--- src/rtl/cal_pkg.sv ---
package cal_pkg;

  typedef struct packed {
    logic advance;
    logic evalFlags;
  } ctlStrobe_t;

  localparam logic [2:0] DIV_NORMAL = 3'b010;

  // value 0..99 to register byte
  function automatic logic [7:0] encVal(input logic [6:0] v, input logic bin);
    logic [6:0] tens;
    logic [6:0] ones;
    tens = v / 7'd10;
    ones = v % 7'd10;
    return bin ? {1'b0, v} : {tens[3:0], ones[3:0]};
  endfunction

  // register byte to value
  function automatic logic [6:0] decVal(input logic [7:0] b, input logic bin);
    logic [6:0] hi;
    logic [6:0] lo;
    hi = {3'b000, b[7:4]};
    lo = {3'b000, b[3:0]};
    return bin ? b[6:0] : (hi * 7'd10 + lo);
  endfunction

  // hour 0..23 to register byte
  function automatic logic [7:0] encHour(input logic [6:0] h, input logic bin, input logic h24);
    logic       pm;
    logic [6:0] h12;
    logic [7:0] e;
    pm  = (h >= 7'd12);
    h12 = pm ? (h - 7'd12) : h;
    if (h12 == 7'd0) h12 = 7'd12;
    e = encVal(h12, bin);
    return h24 ? encVal(h, bin) : {pm, e[6:0]};
  endfunction

  // register byte to hour 0..23
  function automatic logic [6:0] decHour(input logic [7:0] b, input logic bin, input logic h24);
    logic [6:0] v;
    logic [6:0] base;
    v    = decVal({1'b0, b[6:0]}, bin);
    base = (v == 7'd12) ? 7'd0 : v;
    return h24 ? decVal(b, bin) : (b[7] ? base + 7'd12 : base);
  endfunction

  function automatic logic [6:0] daysInMonth(input logic [6:0] mon, input logic leap);
    case (mon)
      7'd2:                      return leap ? 7'd29 : 7'd28;
      7'd4, 7'd6, 7'd9, 7'd11:   return 7'd30;
      default:                   return 7'd31;
    endcase
  endfunction

endpackage

--- src/rtl/cal_ctrl.sv ---
module cal_ctrl import cal_pkg::*; #(
  parameter int UIP_CYCLES = 8
) (
  input  logic       clk,
  input  logic       rst_n,
  input  logic       secTick,
  input  logic [2:0] divField,
  input  logic       setMode,
  input  logic       loadEn,
  output ctlStrobe_t strobe,
  output logic       uip
);

  localparam int CNT_W = $clog2(UIP_CYCLES) + 1;
  localparam logic [CNT_W-1:0] LAST = CNT_W'(UIP_CYCLES - 1);

  typedef enum logic [1:0] {S_IDLE, S_WAIT, S_FLAG} state_t;

  state_t           state;
  logic [CNT_W-1:0] cnt;
  logic             startOk;
  logic             done;

  always_comb begin
    startOk          = secTick && (divField == DIV_NORMAL) && !setMode && !loadEn;
    done             = (state == S_WAIT) && (cnt == LAST);
    strobe.advance   = done && !setMode && !loadEn;
    strobe.evalFlags = (state == S_FLAG);
    uip              = (state == S_WAIT);
  end

  always_ff @(posedge clk) begin
    if (!rst_n) begin
      state <= S_IDLE;
      cnt   <= '0;
    end else begin
      case (state)
        S_IDLE: begin
          cnt <= '0;
          if (startOk) state <= S_WAIT;
        end
        S_WAIT: begin
          if (loadEn || setMode) begin
            state <= S_IDLE;
          end else if (done) begin
            state <= S_FLAG;
          end else begin
            cnt <= cnt + 1'b1;
          end
        end
        S_FLAG:  state <= S_IDLE;
        default: state <= S_IDLE;
      endcase
    end
  end

  // a tick with a stopped divider never opens a window
  assert_bad_div_R1: assert property (@(posedge clk) disable iff (!rst_n)
    (state == S_IDLE && secTick && divField != DIV_NORMAL) |=> !uip);

  // freezing the time closes a pending window
  assert_set_abort_R2: assert property (@(posedge clk) disable iff (!rst_n)
    (setMode && uip) |=> !uip);

  // every window starts with a cleared counter
  assert_uip_start_R3: assert property (@(posedge clk) disable iff (!rst_n)
    $rose(uip) |-> (cnt == '0));

  // ticks while busy do not restart a window
  assert_busy_ignore_R11: assert property (@(posedge clk) disable iff (!rst_n)
    (state != S_IDLE && secTick) |=> !$rose(uip));

endmodule

--- src/rtl/cal_alarm_match.sv ---
module cal_alarm_match #(
  parameter int W = 8
) (
  input  logic [W-1:0] live,
  input  logic [W-1:0] alarm,
  output logic         match
);
  logic anyValue;
  assign anyValue = &alarm[W-1:W-2];
  assign match    = anyValue || (alarm == live);
endmodule

--- src/rtl/cal_datapath.sv ---
module cal_datapath import cal_pkg::*; #(
  parameter int CENTURY = 20
) (
  input  logic       clk,
  input  logic       rst_n,
  input  ctlStrobe_t strobe,
  input  logic       modeBin,
  input  logic       modeH24,
  input  logic       alarmEn,
  input  logic       updEn,
  input  logic [7:0] alarmSec,
  input  logic [7:0] alarmMin,
  input  logic [7:0] alarmHour,
  input  logic       loadEn,
  input  logic [7:0] loadSec,
  input  logic [7:0] loadMin,
  input  logic [7:0] loadHour,
  input  logic [7:0] loadDow,
  input  logic [7:0] loadDom,
  input  logic [7:0] loadMon,
  input  logic [7:0] loadYear,
  output logic [7:0] timeSec,
  output logic [7:0] timeMin,
  output logic [7:0] timeHour,
  output logic [7:0] timeDow,
  output logic [7:0] timeDom,
  output logic [7:0] timeMon,
  output logic [7:0] timeYear,
  output logic [7:0] flagSet
);

  localparam bit CENT_LEAP = ((CENTURY % 4) == 0);
  localparam int NFIELD    = 3;

  logic [6:0] secCnt, minCnt, hourCnt, dowCnt, domCnt, monCnt, yearCnt;
  logic [6:0] secN, minN, hourN, dowN, domN, monN, yearN;
  logic       cMin, cHour, cDay, cMon, cYear;
  logic       leap;
  logic [6:0] dim;

  // next-second arithmetic, all in binary
  always_comb begin
    leap  = (yearCnt[1:0] == 2'b00) && ((yearCnt != 7'd0) || CENT_LEAP);
    dim   = daysInMonth(monCnt, leap);
    cMin  = (secCnt >= 7'd59);
    secN  = cMin ? 7'd0 : secCnt + 7'd1;
    cHour = cMin && (minCnt >= 7'd59);
    minN  = cMin ? ((minCnt >= 7'd59) ? 7'd0 : minCnt + 7'd1) : minCnt;
    cDay  = cHour && (hourCnt >= 7'd23);
    hourN = cHour ? ((hourCnt >= 7'd23) ? 7'd0 : hourCnt + 7'd1) : hourCnt;
    dowN  = cDay ? ((dowCnt >= 7'd7) ? 7'd1 : dowCnt + 7'd1) : dowCnt;
    cMon  = cDay && (domCnt >= dim);
    domN  = cDay ? ((domCnt >= dim) ? 7'd1 : domCnt + 7'd1) : domCnt;
    cYear = cMon && (monCnt >= 7'd12);
    monN  = cMon ? ((monCnt >= 7'd12) ? 7'd1 : monCnt + 7'd1) : monCnt;
    yearN = cYear ? ((yearCnt >= 7'd99) ? 7'd0 : yearCnt + 7'd1) : yearCnt;
  end

  always_ff @(posedge clk) begin
    if (!rst_n) begin
      secCnt  <= 7'd0;
      minCnt  <= 7'd0;
      hourCnt <= 7'd0;
      dowCnt  <= 7'd1;
      domCnt  <= 7'd1;
      monCnt  <= 7'd1;
      yearCnt <= 7'd0;
    end else if (loadEn) begin
      secCnt  <= decVal(loadSec, modeBin);
      minCnt  <= decVal(loadMin, modeBin);
      hourCnt <= decHour(loadHour, modeBin, modeH24);
      dowCnt  <= decVal(loadDow, modeBin);
      domCnt  <= decVal(loadDom, modeBin);
      monCnt  <= decVal(loadMon, modeBin);
      yearCnt <= decVal(loadYear, modeBin);
    end else if (strobe.advance) begin
      secCnt  <= secN;
      minCnt  <= minN;
      hourCnt <= hourN;
      dowCnt  <= dowN;
      domCnt  <= domN;
      monCnt  <= monN;
      yearCnt <= yearN;
    end
  end

  // presentation in the selected encoding
  always_comb begin
    timeSec  = encVal(secCnt, modeBin);
    timeMin  = encVal(minCnt, modeBin);
    timeHour = encHour(hourCnt, modeBin, modeH24);
    timeDow  = encVal(dowCnt, modeBin);
    timeDom  = encVal(domCnt, modeBin);
    timeMon  = encVal(monCnt, modeBin);
    timeYear = encVal(yearCnt, modeBin);
  end

  // alarm comparison against the live bytes
  logic [7:0]        liveVec [NFIELD];
  logic [7:0]        almVec  [NFIELD];
  logic [NFIELD-1:0] matchVec;

  always_comb begin
    liveVec[0] = timeSec;
    liveVec[1] = timeMin;
    liveVec[2] = timeHour;
    almVec[0]  = alarmSec;
    almVec[1]  = alarmMin;
    almVec[2]  = alarmHour;
  end

  for (genvar i = 0; i < NFIELD; i++) begin : g_alarm
    cal_alarm_match #(.W(8)) u_match (
      .live  (liveVec[i]),
      .alarm (almVec[i]),
      .match (matchVec[i])
    );
  end

  logic alarmHit;
  always_comb begin
    alarmHit = alarmEn && (&matchVec);
    flagSet  = strobe.evalFlags
             ? {alarmHit || updEn, 1'b0, alarmHit, updEn, 4'b0000}
             : 8'h00;
  end

  // the flag mask lasts one cycle only
  assert_flag_pulse_R9: assert property (@(posedge clk) disable iff (!rst_n)
    (flagSet != 8'h00) |=> (flagSet == 8'h00));

  // only bits 7, 5 and 4 may ever be set, and bit 7 goes with any of them
  assert_flag_shape_R8: assert property (@(posedge clk) disable iff (!rst_n)
    (flagSet != 8'h00) |-> (flagSet[7] && !flagSet[6] && flagSet[3:0] == 4'h0));

  // without a commit or load the held time is frozen
  assert_time_hold_R3: assert property (@(posedge clk) disable iff (!rst_n)
    (!strobe.advance && !loadEn) |=>
      $stable({secCnt, minCnt, hourCnt, dowCnt, domCnt, monCnt, yearCnt}));

  // seconds wrap to zero
  assert_sec_wrap_R6: assert property (@(posedge clk) disable iff (!rst_n)
    (strobe.advance && !loadEn && secCnt >= 7'd59) |=> (secCnt == 7'd0));

endmodule

--- src/rtl/calendar_update_engine.sv ---
module calendar_update_engine import cal_pkg::*; #(
  parameter int UIP_CYCLES = 8,
  parameter int CENTURY    = 20
) (
  input  logic       clk,
  input  logic       rst_n,
  input  logic       secTick,
  input  logic [2:0] divField,
  input  logic       modeSet,
  input  logic       modeBin,
  input  logic       modeH24,
  input  logic       alarmEn,
  input  logic       updEn,
  input  logic [7:0] alarmSec,
  input  logic [7:0] alarmMin,
  input  logic [7:0] alarmHour,
  input  logic       loadEn,
  input  logic [7:0] loadSec,
  input  logic [7:0] loadMin,
  input  logic [7:0] loadHour,
  input  logic [7:0] loadDow,
  input  logic [7:0] loadDom,
  input  logic [7:0] loadMon,
  input  logic [7:0] loadYear,
  output logic [7:0] timeSec,
  output logic [7:0] timeMin,
  output logic [7:0] timeHour,
  output logic [7:0] timeDow,
  output logic [7:0] timeDom,
  output logic [7:0] timeMon,
  output logic [7:0] timeYear,
  output logic       uip,
  output logic [7:0] flagSet
);

  ctlStrobe_t strobe;

  cal_ctrl #(.UIP_CYCLES(UIP_CYCLES)) u_ctrl (
    .clk      (clk),
    .rst_n    (rst_n),
    .secTick  (secTick),
    .divField (divField),
    .setMode  (modeSet),
    .loadEn   (loadEn),
    .strobe   (strobe),
    .uip      (uip)
  );

  cal_datapath #(.CENTURY(CENTURY)) u_dp (
    .clk       (clk),
    .rst_n     (rst_n),
    .strobe    (strobe),
    .modeBin   (modeBin),
    .modeH24   (modeH24),
    .alarmEn   (alarmEn),
    .updEn     (updEn),
    .alarmSec  (alarmSec),
    .alarmMin  (alarmMin),
    .alarmHour (alarmHour),
    .loadEn    (loadEn),
    .loadSec   (loadSec),
    .loadMin   (loadMin),
    .loadHour  (loadHour),
    .loadDow   (loadDow),
    .loadDom   (loadDom),
    .loadMon   (loadMon),
    .loadYear  (loadYear),
    .timeSec   (timeSec),
    .timeMin   (timeMin),
    .timeHour  (timeHour),
    .timeDow   (timeDow),
    .timeDom   (timeDom),
    .timeMon   (timeMon),
    .timeYear  (timeYear),
    .flagSet   (flagSet)
  );

endmodule

--- config.mk ---
export PLATFORM = sky130hd
export DESIGN_NAME = calendar_update_engine
export DESIGN_NICKNAME = d
export VERILOG_FILES = /design/src/rtl/cal_pkg.sv /design/src/rtl/cal_ctrl.sv /design/src/rtl/cal_alarm_match.sv /design/src/rtl/cal_datapath.sv /design/src/rtl/calendar_update_engine.sv
export SDC_FILE = /design/constraint.sdc
export NUM_CORES = 1
export LEC_CHECK = 0
export BUFFER_PORTS_ARGS = -buffer_cell sky130_fd_sc_hd__buf_2
export CAP_MARGIN = 0
export CORE_AREA = 2 2 168 170
export CTS_CLUSTER_DIAMETER = 150
export DETAILED_ROUTE_END_ITERATION = 12
export DIE_AREA = 0 0 170 172
export SYNTH_ARGS = -nofsm -noshare
export SYNTH_HDL_FRONTEND = slang
export SYNTH_HIERARCHICAL = 1
export SYNTH_SLANG_ARGS = --single-unit
export TNS_END_PERCENT = 5
--- constraint.sdc ---
create_clock -name clk -period 5.25 [get_ports clk]
set_input_delay 0.2625 -clock clk [delete_from_list [all_inputs] [get_ports clk]]
set_output_delay 0.2625 -clock clk [all_outputs]
set_load 0.01 [all_outputs]
==> Word level (Yosys, flattened, before mapping) <==
Index checks and enable logic that the tools add are counted.
{ "word_totals": {"register_bits": 55, "input_bits": 92, "output_inout_bits": 65, "wordCells": 175} }
{ "classes": {"add_sub_neg": 18, "n_mul": 8, "div_mod_pow": 16, "n_lt_le_gt_ge": 8, "n_eq_ne": 17, "n_mux": 59, "n_reduce_logical": 40} }
{ "op_table": {"columns": ["op", "count"], "rows": [
  ["$mux 7", 41],
  ["$mux 8", 9],
  ["$add 7x4->7", 8],
  ["$div 7x4->7 const B", 8],
  ["$mod 7x4->7 const B", 8],
  ["$add 7x1->7 const B", 7],
  ["$mul 4x3->6 const B", 7],
  ["$eq 8x8->1", 3],
  ["$eq 7x4->1 const B", 3],
  ["$reduce_and 2->1", 9],
  ["$eq 7x3->1 const B", 2],
  ["$ge 7x4->1 const B", 2],
  ["$ge 7x6->1 const B", 2],
  ["$pmux 7 s2", 1],
  ["$reduce_bool 2->1", 7],
  ["$logic_and 1x1->1", 11],
  ["$mux 4", 2],
  ["$pmux 4 s2", 1],
  ["$add 7x4->7 const B", 1],
  ["$eq 7x2->1 const B", 1],
  ["$ge 7x3->1 const B", 1],
  ["$ge 7x5->1 const B", 1],
  ["$ge 7x7->1", 1],
  ["$ge 7x7->1 const B", 1],
  ["19 further kinds", 29]
]} }

==> Depth between registers and ports, before layout <==
{ "logic_depth": {"ltp_word": 13, "mapped_depth": 31, "mapped_depth_nobuf": 29} }

==> Modules after synthesis <==
The synthesis kept the hierarchy.
{ "modules_own_cells": {"columns": ["module", "n_inst", "cells_per_inst", "area_per_inst_um2", "seq_area_each_um2"], "rows": [
  ["cal_datapath", 1, 1297, 8867.3, 980.9],
  ["cal_ctrl", 1, 37, 381.6, 120.1],
  ["cal_alarm_match", 3, 12, 91.3, 0.0]
]} }

==> Worst setup path after synthesis <==
Ideal clock, no wire load.
{ "synth_timing": {"path_kind": "reg-to-output", "from": "reg u_dp.hourCnt[2]", "to": "out flagSet[7]", "arrival_ns": 5.362, "required_time_ns": 4.988, "slack_ns": -0.375, "path_stages_with_launch": 32, "n_path_buf": 2, "cell_sequence": "dfxtp_1 > buf_4 > clkbuf_1 > inv_1 > ha_1 > nand2b_1 > a21boi_0 > o2bb2a_4 > nand2_2 > ha_1 > a31oi_1 > nand2_1 > o21ai_1 > xnor2_1 > inv_1 > ha_1 > a21boi_0 > o21a_4 > xnor2_1 > ha_1 > inv_1 > a21o_1 > nand3_1 > nand3b_2 > and3_1 > nor3_2 > xnor2_1 > nand4_1 > o21ai_1 > nand3_1 > nor2_1 > or2_2"} }
{ "synth_via": {"elab_chain_cells": 13, "elab_cells_between_ends": 18, "cone_classes": "1 x add/sub; 4 x div; 1 x order compare; 1 x eq/ne; 6 x mux; 5 x reduce/logical"} }
{ "synth_lines": {"columns": ["item", "line_no", "rtl"], "rows": [
  ["from (decl)", "cal_datapath.sv:35", "logic [6:0] secCnt, minCnt, hourCnt, dowCnt, domCnt, monCnt, yearCnt;"],
  ["from (signal assigned)", "cal_datapath.sv:71", "hourCnt <= decHour(loadHour, modeBin, modeH24);"],
  ["from (signal assigned)", "cal_datapath.sv:79", "hourCnt <= hourN;"],
  ["$sub 7x4->7 / $ge 7x4->1 (equally long branches)", "cal_pkg.sv:34, cal_pkg.sv:33", null],
  ["$mux 7", "cal_pkg.sv:34", "h12 = pm ? (h - 7'd12) : h;"],
  ["$logic_not 7->1", "cal_pkg.sv:35", "if (h12 == 7'd0) h12 = 7'd12;"],
  ["$mux 7", "cal_pkg.sv:35", null],
  ["$mod 7x4->7", "cal_pkg.sv:15", "ones = v % 7'd10;"],
  ["$mux 7", "cal_pkg.sv:16", "return bin ? {1'b0, v} : {tens[3:0], ones[3:0]};"],
  ["$mux 8 (*)", "cal_pkg.sv:37", "return h24 ? encVal(h, bin) : {pm, e[6:0]};"],
  ["via timeHour[1]", "calendar_update_engine.sv:27", "output logic [7:0] timeHour,"],
  ["$eq 8x8->1 (*)", "cal_alarm_match.sv:10", "assign match = anyValue || (alarm == live);"],
  ["$logic_or 1x1->1 (*)", "cal_alarm_match.sv:10", null],
  ["via u_dp.matchVec[2]", "cal_datapath.sv:101", "logic [NFIELD-1:0] matchVec;"],
  ["$reduce_and 3->1 (*)", "cal_datapath.sv:122", "alarmHit = alarmEn && (&matchVec);"],
  ["$logic_and 1x1->1 (*)", "cal_datapath.sv:122", null],
  ["$logic_or 1x1->1 (*)", "cal_datapath.sv:124", "? {alarmHit || updEn, 1'b0, alarmHit, updEn, 4'b0000}"],
  ["$mux 8 (*)", "cal_datapath.sv:124", null],
  ["to (decl)", "calendar_update_engine.sv:33", "output logic [7:0] flagSet"]
]} }
The timed path passes the listed nets; every way through them passes the cells marked *.

==> Worst setup path after layout <==
{ "layout_timing": {"from": "reg u_dp.hourCnt[0]", "to": "out flagSet[7]"} }
{ "layout_via": {"elab_chain_cells": 13, "elab_cells_between_ends": 18, "cone_classes": "1 x add/sub; 4 x div; 1 x order compare; 1 x eq/ne; 6 x mux; 5 x reduce/logical"} }
{ "layout_lines": {"columns": ["item", "line_no"], "rows": [
  ["$sub 7x4->7 / $ge 7x4->1 (equally long branches)", "cal_pkg.sv:34, cal_pkg.sv:33"],
  ["$mux 7", "cal_pkg.sv:34"],
  ["$logic_not 7->1", "cal_pkg.sv:35"],
  ["$mux 7", "cal_pkg.sv:35"],
  ["$mod 7x4->7 / $div 7x4->7 (equally long branches)", "cal_pkg.sv:15, cal_pkg.sv:14"],
  ["$mux 7", "cal_pkg.sv:16"],
  ["$mux 8 (*)", "cal_pkg.sv:37"],
  ["$eq 8x8->1 (*)", "cal_alarm_match.sv:10"],
  ["$logic_or 1x1->1 (*)", "cal_alarm_match.sv:10"],
  ["via u_dp.matchVec[2]", "cal_datapath.sv:101"],
  ["$reduce_and 3->1 (*)", "cal_datapath.sv:122"],
  ["$logic_and 1x1->1 (*)", "cal_datapath.sv:122"],
  ["$logic_or 1x1->1 (*)", "cal_datapath.sv:124"],
  ["$mux 8 (*)", "cal_datapath.sv:124"]
]} }
Marked as above.

==> metrics.txt <==
synthesized flop and latch total=55; CTS root buf=clkbuf_16; Setup Skew=approximately 8.6 ps; Setup crit start kind=register; post-route setup slack=-138 ps; critical path peak fanout=3; HP Class=input port to register; Post-Syn Area=around 0.0095 mm²; CTS Buf Count=5; Skew-Pair Late Insertion Delay=a little over 300 ps; GRT Residual Overflow=0; DRC=0; multi-input logic area=0.00791 mm²; critical path arrival=between 5000 and 6000 ps; via count=about 10000; most used cell, CP=ha_4; Core Area=0.0275 mm²; Total Routing Usage GR=roughly 19%; number of global-route vias before repair=between 9000 and 10000; vias per cell=5.55; FMAX=between 0.15 and 0.2 GHz; register area=about 0.0011 mm²; # Max-Cap Violations=0; min Tclk post-route=roughly 5400 ps; Syn Area/Cell=6.95 µm²; GPL Wtd Cong=0.899; setup_tns=-191 ps; clk buf depth=2; post-place setup slack=-46.0 ps; Cell Pwr Density=between 200 and 250 mW/mm²; CTS tree=done; worst-case reg-to-reg path depth=12; Synth area leader=dfxtp_1; Starting DRT DRC Count=750; clk slew on worst S/H paths=approximately 80 ps; drt wl/cell=between 15 and 20 µm; Die W=between 150 and 200 µm; Synth cell types=94; drt first pass iters=5; RSZ-0062 raised after global routing=true; # clock sinks=55; Max stage delay on crit path=~340 ps; status=finished, violations left; final hold violation count=0; initial antenna violation count=1; Rel. slew slack=around 50%; DIE HEIGHT=between 150 and 200 µm; # diodes=0; Starting Density=around a third; Post-synth EDFFs=0; largest cells by area after synthesis=dfxtp_1, ha_1, a21oi_1, o21ai_0, nand2_1; measured slew at the worst slew-check pin=roughly 750 ps; final wirelength=between 20000 and 30000 µm; Routed Antenna Nets=0; Async SR Flop Fraction=0%; CTS Hold Bufs=0; synth-to-layout area growth=17.2%; Ys Warns=6; fill count=2899; Port Buf Inserts=151; H-tree depth=2; hold path depth=3; I/O pin cnt=about 160; overall power=about 2400 µW; Gate Count Post-Synth=roughly 1400; first-pass GRT wire length=46900 µm; Crit path depth=30; Yosys top cell area share=between 10% and 20%; largest net degree at the start of global routing=70; fin crit share=103%; fin nets=roughly 1700; Finish-stage setup viols=2; Core Rows=slightly above 60; Worst VDD drop=0.119 mV; critical path required time=4990 ps; Slowest-stage cell, CP=dfxtp_2; CP Class=register to primary output; layout cells sized above 1=20.5%; Crit. End Element=primary output; Pleak=approximately 0.0047 µW; Slew Limit Fails=0; violated checks=negative setup slack; DP Wirelength=approximately 22000 µm; Buf/Inv on CP=6; die area=between 0.02 and 0.03 mm²; top_reg_cell synth=dfxtp_1; register area share after synthesis=11.6%; Crit path max-delay family=compound AO/OA/AOI/OAI gates
placed cells by master, fill, tap and decap left out, types with 6 or more instances in the layout:
cell and count:
a211oi_1 29, a21boi_0 6, a21o_1 13, a21oi_1 125, a221oi_1 19, a22oi_1 14
a31oi_1 12, a32oi_1 7, and2_1 12, and3_1 7, buf_2 149, buf_4 64
dfxtp_1 49, dfxtp_2 6, fa_1 14, ha_1 79, inv_1 65, inv_2 9
mux2_2 13, mux2i_1 17, nand2_1 144, nand2b_1 26, nand3_1 30, nand4_1 10
nor2_1 119, nor2b_1 35, nor3_1 34, nor3b_1 7, nor4_1 7, o211ai_1 12
o21ai_0 120, o21ai_1 6, o22ai_1 12, o31ai_1 7, or3_1 10, xnor2_1 50
xor2_1 30
metrics by stage:
step	utilization, %	area, µm²	hold slack (ps)	cells
6_report	40.6	11200	194	1844
5_1_grt	40.6	11200	205	1844
4_1_cts	40.2	11000	186	1837
3_5_place_dp	38.6	10600	499	1812
3_3_place_gp	38.6	10600	489	1812
2_1_floorplan	-	9600	324	1374
cell type report:
cell class	instances	share of cell area, %
Timing Repair Buffer	217	11.4
Sequential cell	55	9.93
Multi-Input combinational cell	1143	70.9
Inverter	75	2.52
Tap cell	346	3.88
Clock buffer	5	1.12
Clock inverter	3	0.303
per-layer routing:
metal	track usage (%)	wire length (µm)	up-vias
met4	4.46	427	2
met2	34.1	14000	295
met3	2.54	1440	36
li1	-	-	5155
met5	0	13	-
met1	24.9	13000	4755
synthesized netlist by cell type (7+ instances only):
| master | n |
|---|---|
| mux2_2 | 13 |
| a221oi_1 | 19 |
| a21boi_0 | 9 |
| clkbuf_1 | 62 |
| inv_1 | 71 |
| or3_1 | 10 |
| nand4_1 | 10 |
| a31oi_1 | 13 |
| buf_4 | 15 |
| and3_1 | 8 |
| o22ai_1 | 12 |
| o21ai_1 | 7 |
| fa_1 | 14 |
| mux2i_1 | 17 |
| o31ai_1 | 7 |
| and2_1 | 12 |
| buf_1 | 10 |
| dfxtp_1 | 55 |
| nor3b_1 | 7 |
| a21oi_1 | 127 |
| a21o_1 | 13 |
| a32oi_1 | 7 |
| o211ai_1 | 12 |
| buf_2 | 8 |
| o21ai_0 | 121 |
| nor2b_1 | 35 |
| nand2_1 | 145 |
| xor2_1 | 30 |
| nor2_1 | 120 |
| nor3_1 | 34 |
| nand2b_1 | 27 |
| ha_1 | 85 |
| xnor2_1 | 52 |
| nand3_1 | 32 |
| a211oi_1 | 30 |
| nor4_1 | 7 |
| a22oi_1 | 14 |
where the power goes:
group / total (µW) / internal [µW] / leakage (µW) / switching (µW)
clock: 367 / 184 / 0.0000772 / 183
combinational: 1490 / 697 / 0.00419 / 793
sequential: 520 / 445 / 0.000452 / 75.1
total: 2380 / 1330 / 0.00472 / 1050
state kept, by name, summed over array words and instances, names as in the netlist:
name,cells
u_dp/minCnt,7
u_dp/monCnt,7
u_ctrl/state,2
u_dp/dowCnt,7
u_dp/hourCnt,7
u_dp/domCnt,7
u_ctrl/cnt,4
u_dp/secCnt,7
u_dp/yearCnt,7
path summary, 6_finish.rpt:
kind / from / endpoint / slack [ps]
min: loadSec[0] / u_dp/secCnt[0] / 190
max reg2reg: u_dp/monCnt[2] / u_dp/yearCnt[3] / 1540
max: u_dp/hourCnt[0] / flagSet[7] / -140
min reg2reg: u_ctrl/cnt[3] / u_ctrl/cnt[3] / 500
worst min-delay path, stage by stage:
cell and delay [ps]:
buf_2 80, a21oi_1 60, nor2_1 70
what timing repair did:
item | 4_1_cts | 5_1_grt
pin swaps | 22 | 22
buffers inserted | 17 | 7
resized for setup | 38 | 10
endpoints found under the setup margin | 2 | 2
cells by family (layout without fill, tap and decap cells):
family / after synthesis / in the layout / synth area share [%]
multiplexers: 30 / 30 / 3.32
flip-flops: 55 / 55 / 11.6
AO/OA/AOI/OAI: 450 / 450 / 30.5
XOR/XNOR: 82 / 82 / 7.54
adder cells (fa/ha/maj): 99 / 99 / 14.1
AND/OR/NAND/NOR: 477 / 477 / 24.9
other: 1 / 5 / 0.0394
buffers and inverters: 176 / 300 / 8.04
Note: power is estimated with default switching activity, not from simulation.
